$ cat config.mk
export PLATFORM = sky130hd
export DESIGN_NAME = fft_bfly_sched
export DESIGN_NICKNAME = d
export VERILOG_FILES = /design/src/rtl/fft_sched_pkg.sv /design/src/rtl/fft_cfg_check.sv /design/src/rtl/fft_loop_walker.sv /design/src/rtl/fft_idx_scale.sv /design/src/rtl/fft_bfly_sched.sv
export SDC_FILE = /design/constraint.sdc
export NUM_CORES = 1
export LEC_CHECK = 0
export BUFFER_PORTS_ARGS = -buffer_cell sky130_fd_sc_hd__buf_2
export CAP_MARGIN = 20
export CORE_MARGIN = 2
export CORE_UTILIZATION = 60
export DETAILED_ROUTE_END_ITERATION = 8
export GPL_ROUTABILITY_DRIVEN = 0
export PLACE_DENSITY = 0.82
export RECOVER_POWER = 25
export SYNTH_ARGS = -nofsm -noshare
export SYNTH_HDL_FRONTEND = slang
export SYNTH_SLANG_ARGS = --single-unit
$ cat constraint.sdc
create_clock -name clk -period 5.7 [get_ports clk]
set_clock_uncertainty 0.15 [all_clocks]
set_input_delay 0.285 -clock clk [delete_from_list [all_inputs] [get_ports clk]]
set_output_delay 0.285 -clock clk [all_outputs]
set_load 0.03 [all_outputs]
$ cat src/rtl/fft_sched_pkg.sv
package fft_sched_pkg;
    typedef enum logic [0:0] {
        ST_IDLE = 1'b0,
        ST_RUN  = 1'b1
    } sched_state_t;

    typedef enum logic [1:0] {
        SEL_LO   = 2'b00,
        SEL_HI   = 2'b01,
        SEL_COEF = 2'b10,
        SEL_NONE = 2'b11
    } sel_mode_t;
endpackage

$ cat src/rtl/fft_cfg_check.sv
module fft_cfg_check #(
    parameter int LOG2_W   = 3,
    parameter int STRIDE_W = 3,
    parameter int MAX_OPS  = 127
) (
    input  logic [LOG2_W-1:0]   log2n,
    input  logic [STRIDE_W-1:0] stride,
    output logic                ok
);
    localparam int OPS_W = (1 << LOG2_W) + LOG2_W + 1;

    logic [OPS_W-1:0] ops;

    always_comb begin
        ops = '0;
        if (log2n != '0) begin
            ops = (OPS_W'(1) << (log2n - 1'b1)) * OPS_W'(log2n);
        end
        ok = (log2n != '0) && (stride != '0) && (ops <= OPS_W'(MAX_OPS));
    end
endmodule

$ cat src/rtl/fft_loop_walker.sv
module fft_loop_walker #(
    parameter int LOG2_W = 3
) (
    input  logic                      clk,
    input  logic                      rst_n,
    input  logic                      load,
    input  logic                      advance,
    input  logic [LOG2_W-1:0]         cfg_log2n,
    output logic [(1 << LOG2_W)-1:0]  lo_raw,
    output logic [(1 << LOG2_W)-1:0]  hi_raw,
    output logic [(1 << LOG2_W)-1:0]  coef,
    output logic                      last
);
    localparam int ADDR_W = 1 << LOG2_W;

    logic [LOG2_W-1:0] l_q;
    logic [LOG2_W-1:0] stage_q;
    logic [ADDR_W-1:0] blk_q;
    logic [ADDR_W-1:0] j_q;

    logic [ADDR_W-1:0] half;
    logic [ADDR_W-1:0] size;
    logic [ADDR_W-1:0] n_full;
    logic [ADDR_W-1:0] blk_next;
    logic              j_end;
    logic              b_end;
    logic              s_end;

    always_comb begin
        half     = ADDR_W'(1) << stage_q;
        size     = half << 1;
        n_full   = ADDR_W'(1) << l_q;
        blk_next = blk_q + size;
        j_end    = (j_q == half - 1'b1);
        b_end    = (blk_next == n_full);
        s_end    = (stage_q == l_q - 1'b1);
        last     = j_end && b_end && s_end;
        lo_raw   = blk_q + j_q;
        hi_raw   = blk_q + j_q + half;
        coef     = j_q << (l_q - 1'b1 - stage_q);
    end

    always_ff @(posedge clk or negedge rst_n) begin
        if (!rst_n) begin
            l_q     <= '0;
            stage_q <= '0;
            blk_q   <= '0;
            j_q     <= '0;
        end else if (load) begin
            l_q     <= cfg_log2n;
            stage_q <= '0;
            blk_q   <= '0;
            j_q     <= '0;
        end else if (advance) begin
            if (j_end) begin
                j_q <= '0;
                if (b_end) begin
                    blk_q   <= '0;
                    stage_q <= stage_q + 1'b1;
                end else begin
                    blk_q <= blk_next;
                end
            end else begin
                j_q <= j_q + 1'b1;
            end
        end
    end
endmodule

$ cat src/rtl/fft_idx_scale.sv
module fft_idx_scale #(
    parameter int ADDR_W   = 8,
    parameter int STRIDE_W = 3
) (
    input  logic [ADDR_W-1:0]          idx,
    input  logic [STRIDE_W-1:0]        stride,
    output logic [ADDR_W+STRIDE_W-1:0] scaled
);
    localparam int W = ADDR_W + STRIDE_W;

    assign scaled = W'(idx) * W'(stride);
endmodule

$ cat src/rtl/fft_bfly_sched.sv
module fft_bfly_sched
    import fft_sched_pkg::*;
#(
    parameter int LOG2_W   = 3,
    parameter int STRIDE_W = 3,
    parameter int MAX_OPS  = 127,
    localparam int ADDR_W  = 1 << LOG2_W,
    localparam int IDX_W   = ADDR_W + STRIDE_W
) (
    input  logic                clk,
    input  logic                rst_n,
    input  logic [LOG2_W-1:0]   cfg_log2n,
    input  logic [STRIDE_W-1:0] cfg_stride,
    input  logic [1:0]          cfg_sel,
    input  logic                start,
    output logic                out_valid,
    input  logic                out_ready,
    output logic [IDX_W-1:0]    out_lo,
    output logic [IDX_W-1:0]    out_hi,
    output logic [ADDR_W-1:0]   out_coef,
    output logic [IDX_W-1:0]    out_sel,
    output logic                done,
    output logic                err
);
    sched_state_t state_q, state_d;

    logic                cfg_ok;
    logic                load;
    logic                advance;
    logic                last;
    logic [STRIDE_W-1:0] stride_q;
    sel_mode_t           sel_q;
    logic                err_q;
    logic [ADDR_W-1:0]   coef;
    logic [ADDR_W-1:0]   raw    [2];
    logic [IDX_W-1:0]    scaled [2];

    fft_cfg_check #(
        .LOG2_W  (LOG2_W),
        .STRIDE_W(STRIDE_W),
        .MAX_OPS (MAX_OPS)
    ) u_check (
        .log2n (cfg_log2n),
        .stride(cfg_stride),
        .ok    (cfg_ok)
    );

    fft_loop_walker #(
        .LOG2_W(LOG2_W)
    ) u_walk (
        .clk      (clk),
        .rst_n    (rst_n),
        .load     (load),
        .advance  (advance),
        .cfg_log2n(cfg_log2n),
        .lo_raw   (raw[0]),
        .hi_raw   (raw[1]),
        .coef     (coef),
        .last     (last)
    );

    for (genvar g = 0; g < 2; g++) begin : g_lane
        fft_idx_scale #(
            .ADDR_W  (ADDR_W),
            .STRIDE_W(STRIDE_W)
        ) u_scale (
            .idx   (raw[g]),
            .stride(stride_q),
            .scaled(scaled[g])
        );
    end

    // State register
    always_ff @(posedge clk or negedge rst_n) begin
        if (!rst_n) begin
            state_q <= ST_IDLE;
        end else begin
            state_q <= state_d;
        end
    end

    // Next state
    always_comb begin
        state_d = state_q;
        unique case (state_q)
            ST_IDLE: if (start && cfg_ok) state_d = ST_RUN;
            ST_RUN:  if (out_ready && last) state_d = ST_IDLE;
            default: state_d = ST_IDLE;
        endcase
    end

    // Outputs and loop control
    always_comb begin
        out_valid = (state_q == ST_RUN);
        advance   = out_valid && out_ready;
        done      = advance && last;
        load      = (state_q == ST_IDLE) && start && cfg_ok;
        out_lo    = scaled[0];
        out_hi    = scaled[1];
        out_coef  = coef;
        err       = err_q;
        unique case (sel_q)
            SEL_LO:   out_sel = scaled[0];
            SEL_HI:   out_sel = scaled[1];
            SEL_COEF: out_sel = IDX_W'(coef);
            default:  out_sel = '0;
        endcase
    end

    // Latched configuration and error flag
    always_ff @(posedge clk or negedge rst_n) begin
        if (!rst_n) begin
            stride_q <= '0;
            sel_q    <= SEL_LO;
            err_q    <= 1'b0;
        end else if ((state_q == ST_IDLE) && start) begin
            err_q <= !cfg_ok;
            if (cfg_ok) begin
                stride_q <= cfg_stride;
                sel_q    <= sel_mode_t'(cfg_sel);
            end
        end
    end
endmodule

# Yosys cells after proc, flatten, opt, wreduce, memory -nomap -nowiden
# Cells that the tools add are included.
# Widths: inputs -> output; s select.
# totals
regBits,29
output_inout_bits,44
# classes
addsub,9
mul,3
magnitude_cmp,1
n_eq_ne,5
n_shift,4
n_mux,16
bitwise,1
n_reduce_logical,20
# op_table
operator,n
$mux 8,7
$pmux 11 s3,1
$add 8x8->8,3
$mul 8x3->11,2
$eq 8x8->1,2
$shl 1x3->8 const A,2
$le 12x7->1 const B,1
$mul 12x3->12,1
$mux 12,1
$mux 3,4
$shl 1x3->12 const A,1
$logic_and 1x1->1,10
$add 8x1->8 const B,1
$shl 8x3->8,1
$sub 8x1->8 const B,1
$reduce_bool 2->1,3
$reduce_bool 3->1,2
$sub 3x1->3 const B,2
$reduce_and 2->1,2
$add 3x1->3 const B,1
$eq 3x3->1,1
$reduce_and 3->1,1
$sub 3x3->3,1
$eq 2x1->1 const B,1
other kinds (6),7

# Logic depth before layout (Yosys ltp)
# depth
ltp_word,9
ltp_mapped,22
ltp_nobuf,22

# By module
# Synthesis repeated with hierarchy kept, for this count alone.
# hier_totals
cells_unflattened,630
area_unflattened_um2,5158.7
# modules_own_cells
module,instances,cells_per_inst,area_each_um2,seq_area_each_um2
fft_loop_walker,1,358,2905.3,525.5
fft_idx_scale,2,83,615.6,0.0
fft_bfly_sched,1,47,518.0,175.2
fft_cfg_check,1,59,504.2,0.0

# Worst setup path before layout
# Ideal clock, no wire load.
# synth_timing
path_kind,reg2out
startpoint,register u_walk.blk_q[2]
endpoint,output port out_sel[10]
arrival_time_ns,4.905
required_ns,5.265
slack_ns,0.360
path_stages_with_launch,20
path_buffers,0
path_cell_list,dfrtp_1 ha_1 a21oi_1 o21bai_1 a21oi_1 inv_1 a21oi_1 xnor2_1 ha_1 a21oi_1 o21ai_0 xor2_1 nand2b_1 fa_1 inv_1 ha_1 a21oi_1 o21ai_0 nor2_1 nor3_1
# synth_via
elab_chain_cells,4
elab_cells_between_ends,5
cone_classes,2 x add/sub; 2 x mul; 1 x mux
# synth_lines
element,line,source
from (decl),fft_loop_walker.sv:18,logic [ADDR_W-1:0] blk_q;
from (signal assigned),fft_loop_walker.sv:61,blk_q <= blk_next;
$add 8x8->8 (2 in series),fft_loop_walker.sv:39,hi_raw = blk_q + j_q + half;
$mul 8x3->11,fft_idx_scale.sv:11,assign scaled = W'(idx) * W'(stride);
net out_hi[10],fft_bfly_sched.sv:19,"output logic [IDX_W-1:0] out_hi,"
$pmux 11 s3,fft_bfly_sched.sv:102,unique case (sel_q)
to (decl),fft_bfly_sched.sv:21,"output logic [IDX_W-1:0] out_sel,"
# The timed path passes the listed nets, and every way through them passes these cells.

# Worst setup path after layout
# layout_timing
startpoint,register u_walk.stage_q[2]
endpoint,output port out_sel[9]
# layout_via
elab_chain_cells,4
# layout_lines
element,line,source
from (decl),fft_loop_walker.sv:17,logic [LOG2_W-1:0] stage_q;
from (signal assigned),fft_loop_walker.sv:59,stage_q <= stage_q + 1'b1;
$shl 1x3->8,fft_loop_walker.sv:30,half = ADDR_W'(1) << stage_q;
$add 8x8->8,fft_loop_walker.sv:39,
$mul 8x3->11,fft_idx_scale.sv:11,
$pmux 11 s3,fft_bfly_sched.sv:102,
# Every way passes these cells.

==> impl_results.md <==
- Ys flop type: dfrtp_1
- Tmin final: 5.360 ns
- Non-filler instance count after layout: 735
- Core area: 7727 um2
- Routed WL: 11800 um
- Final Setup Violations: 0
- Initial antenna violation count: 0
- Die area: 8713 um2
- Post-synth cell types: 61
- Setup crit end kind: output pin
- F_max: 0.1866 GHz
- Overall global routing resource usage: 27.37%
- Worst r2r src: u_walk.stage_q[0]
- Critical Path Source: u_walk.stage_q[2]
- TritonCTS Buffers: 3
- Row count: 32
- DP HPWL: 9500 um
- Remaining antenna violation count after routing: 0
- Grt total ovfl: 0
- Clock Power Share: 4.7%
- Port bufs: 55
- Final instance area: 5230 um2
- RR Endpoint: u_walk.stage_q[2]
- Crit path max fanout: 16
- Post-Place Setup Slack: 0.6041 ns
- Max Slew Vio Count: 29
- Global-route wire length before repair: 19200 um
- Largest net degree at the start of global routing: 34
- Clock transition at path regs: 0.10 ns
- Synth async-reset ratio: 100.0%
- Run status: finished with violations
- Placed cell area: 5135 um2
- #FFs+latches synth: 28
- H-tree depth: 1
- Mapped Cells: 586
- First-pass iteration count of the detailed router: 4
- WP data arrival: 4.93 ns
- Setup crit start kind: flop
- Hold Path Class: in2reg
- Slew Limit Headroom: -14.70%
- Logic pwr share: 80.8%
- Max-cap viol count: 1
- Area Growth Syn to Fin: 9.195%
- Sw frac: 61.40%
- Hold violation count in the final report: 0
- Die Y: 93.35 um
- Initial core utilization: 61.98%
- Die W: 93.35 um
- Routed WL per cell: 16.06 um
- LEAKAGE: 2.947 nW
- Failing checks: capacitance limit, slew limit
- Detailed Route Iter0 Violations: 165
- Reg power frac: 14.6%
- Total number of vias: 4295
- RSZ-0062 raised after global routing: no
- Hold depth: 2
- R2R depth: 11
- CTS tree: built
- Reg2reg setup slack: 1.73 ns
- Measured slew at the worst slew-check pin: 1.721 ns
- Worst Slack Setup Final: 0.3397 ns
- Number of I/O pins: 56
- WS Path Type: reg2out
- Setup TNS: 0 ns
- N_diodes: 0
- Final Power: 2.855 mW
- Total of fill cells in the finished design: 641
- Root Driver: clkbuf_8
- Mapped Area: 4790 um2
- Internal power: 1.102 mW
- Worst Path Required: 5.27 ns
- Nets@finish: 735
- Vias in the first global route: 4184
- DRC Markers: 0
- Pwr Density: 545.8 nW/um2
- Vias/cell: 5.844
- P_sw: 1.753 mW
- Clk_lat worst skew: 0.29 ns
- Hold Path Origin: cfg_sel[0]
- EDFF count, synth: 0
- Hold Path Sink: sel_q[0]
- Clk buf depth: 2
- Synth warn: 0
- Post-CTS Setup Inserts: 0
- Dpl cells: 729
- Peak VDD IR: 273.2 uV
- Avg Cell Area, Syn: 8.173 um2
- Clock sink count: 28
- Sequential element share of the synthesized area: 14.63%
- Share of layout cells above drive strength 1: 11.06%
- Final period util: 94.04%
-- registers in the layout (all words and copies together) (netlist names) --
signal and cells:
u_walk.stage_q 3, out_valid 1, u_walk.blk_q 7, u_walk.l_q 3, err 1, sel_q 2, u_walk.j_q 8, stride_q 3
-- cell usage in the layout (no fill, tap or decap), types with 3 or more instances in the layout --
cell      Yosys  layout
xor2_1       21      21
nand2b_1      7       7
or3_1         5       5
o21bai_1      7       7
nand3b_1      8       8
mux2_1        3       3
o22ai_1       7       7
mux2i_1      19      19
inv_1        63      63
conb_1        2      12
mux2_2        6       6
and2_1       22      22
ha_1         65      65
buf_2         4      54
clkbuf_8      0       4
nand2_1      69      69
xnor2_1      25      25
o21ai_0      17      16
o21ai_1       2       3
a21o_1        7       7
a41o_1        7       7
a21oi_1      34      33
nor2_1       26      26
fa_1         24      24
nor2b_1       7       7
nand3_1       7       7
nand4_1       6       6
dfrtp_1      28      28
and3_1       16      16
nor3_1       10      10
-- Yosys cell counts (all sizes together) (4+ instances only) --
master | n | share of area (%)
a21boi | 4 | 0.63
a21o | 7 | 1.1
a21oi | 34 | 3.6
a41o | 7 | 1.5
and2 | 22 | 2.9
and3 | 16 | 2.1
buf | 5 | 0.50
clkbuf | 19 | 1.5
dfrtp | 28 | 15
fa | 24 | 10
ha | 65 | 17
inv | 63 | 4.9
mux2 | 9 | 2.1
mux2i | 19 | 4.0
nand2 | 69 | 5.4
nand2b | 7 | 0.91
nand3 | 7 | 0.73
nand3b | 8 | 1.3
nand4 | 6 | 0.78
nor2 | 26 | 2.0
nor2b | 7 | 0.91
nor3 | 10 | 1.0
o21ai | 19 | 2.0
o21bai | 7 | 1.1
o22ai | 7 | 0.91
or3 | 5 | 0.65
xnor2 | 25 | 4.6
xor2 | 21 | 3.8
-- worst max path at each step --
stage | end | slack (ns) | cells past startpoint
floorplan | out_sel[10] | 0.36 | 19
global placement | out_sel[9] | 0.82 | 20
detailed placement | out_sel[9] | 0.60 | 20
CTS | out_sel[9] | 0.27 | 20
global route | out_sel[9] | 0.003 | 20
finish | out_sel[9] | 0.34 | 19
-- area by class of cell --
class / instances / area [um2] / share of cell area, %
multi-input cells: 481 / 3799 / 72.63
flip-flops and latches: 28 / 700.7 / 13.40
repair buffers: 57 / 311.5 / 5.957
inverters: 63 / 236.5 / 4.522
well taps: 102 / 127.6 / 2.440
clock buffers: 4 / 55.05 / 1.053
-- timing repair --
item	4_1_cts	5_1_grt
gates resized for setup	0	2
hold buffers	1	0
endpoints found under the hold margin	28	0
endpoints found under the setup margin	0	1
-- cells by family (layout without fill, tap and decap cells) --
group	Yosys count	count (layout)	share of synthesized area, %
compound gates	106	106	14.55
mux	28	28	6.087
flops	28	28	14.63
buf+inv	87	124	6.923
simple gates	198	198	21.26
other cells	2	12	0.1568
xor+xnor	48	48	9.378
fa+ha+maj	89	89	27.01
-- per-stage QoR --
stage	hold WS [ns]	utilization, %
3_5_place_dp	0.2150	66.45
4_1_cts	0.06360	67.29
3_3_place_gp	0.2132	66.45
5_1_grt	0.07149	67.68
6_report	0.05911	67.68
2_1_floorplan	-0.1606	-
-- power groups by stage --
stage | Clock (mW) | Sequential (mW) | Combinational, mW
3_5_place_dp | 0 | 0.412 | 2.28
6_report | 0.133 | 0.416 | 2.31
4_1_cts | 0.133 | 0.408 | 2.29
5_1_grt | 0.141 | 0.429 | 2.51
3_3_place_gp | 0 | 0.407 | 2.21
2_1_floorplan | 0 | 0.314 | 1.85
-- worst max-delay path, stage by stage (launching register included) --
cell and delay [ns]:
dfrtp_1 0.67, inv_1 0.18, nand2_1 0.13, inv_1 0.09
ha_1 0.22, fa_1 0.41, a21oi_1 0.18, nor2_1 0.06
nor2_1 0.17, o21bai_1 0.10, a21oi_1 0.19, xnor2_1 0.18
nand2_1 0.12, fa_1 0.53, inv_1 0.05, ha_1 0.33
a21oi_1 0.21, o21ai_1 0.15, o311ai_0 0.38, buf_2 0.27
-- routing by layer --
| layer | track usage (%) | up-vias | routed length [um] |
|---|---|---|---|
| li1 | - | 2082 | - |
| met1 | 31.82 | 2043 | 4950 |
| met2 | 51.44 | 141 | 6009 |
| met3 | 3.384 | 29 | 535 |
| met4 | 9.314 | 0 | 306 |
| met5 | 0 | - | 0 |
Power figures use the tool's default switching activity.
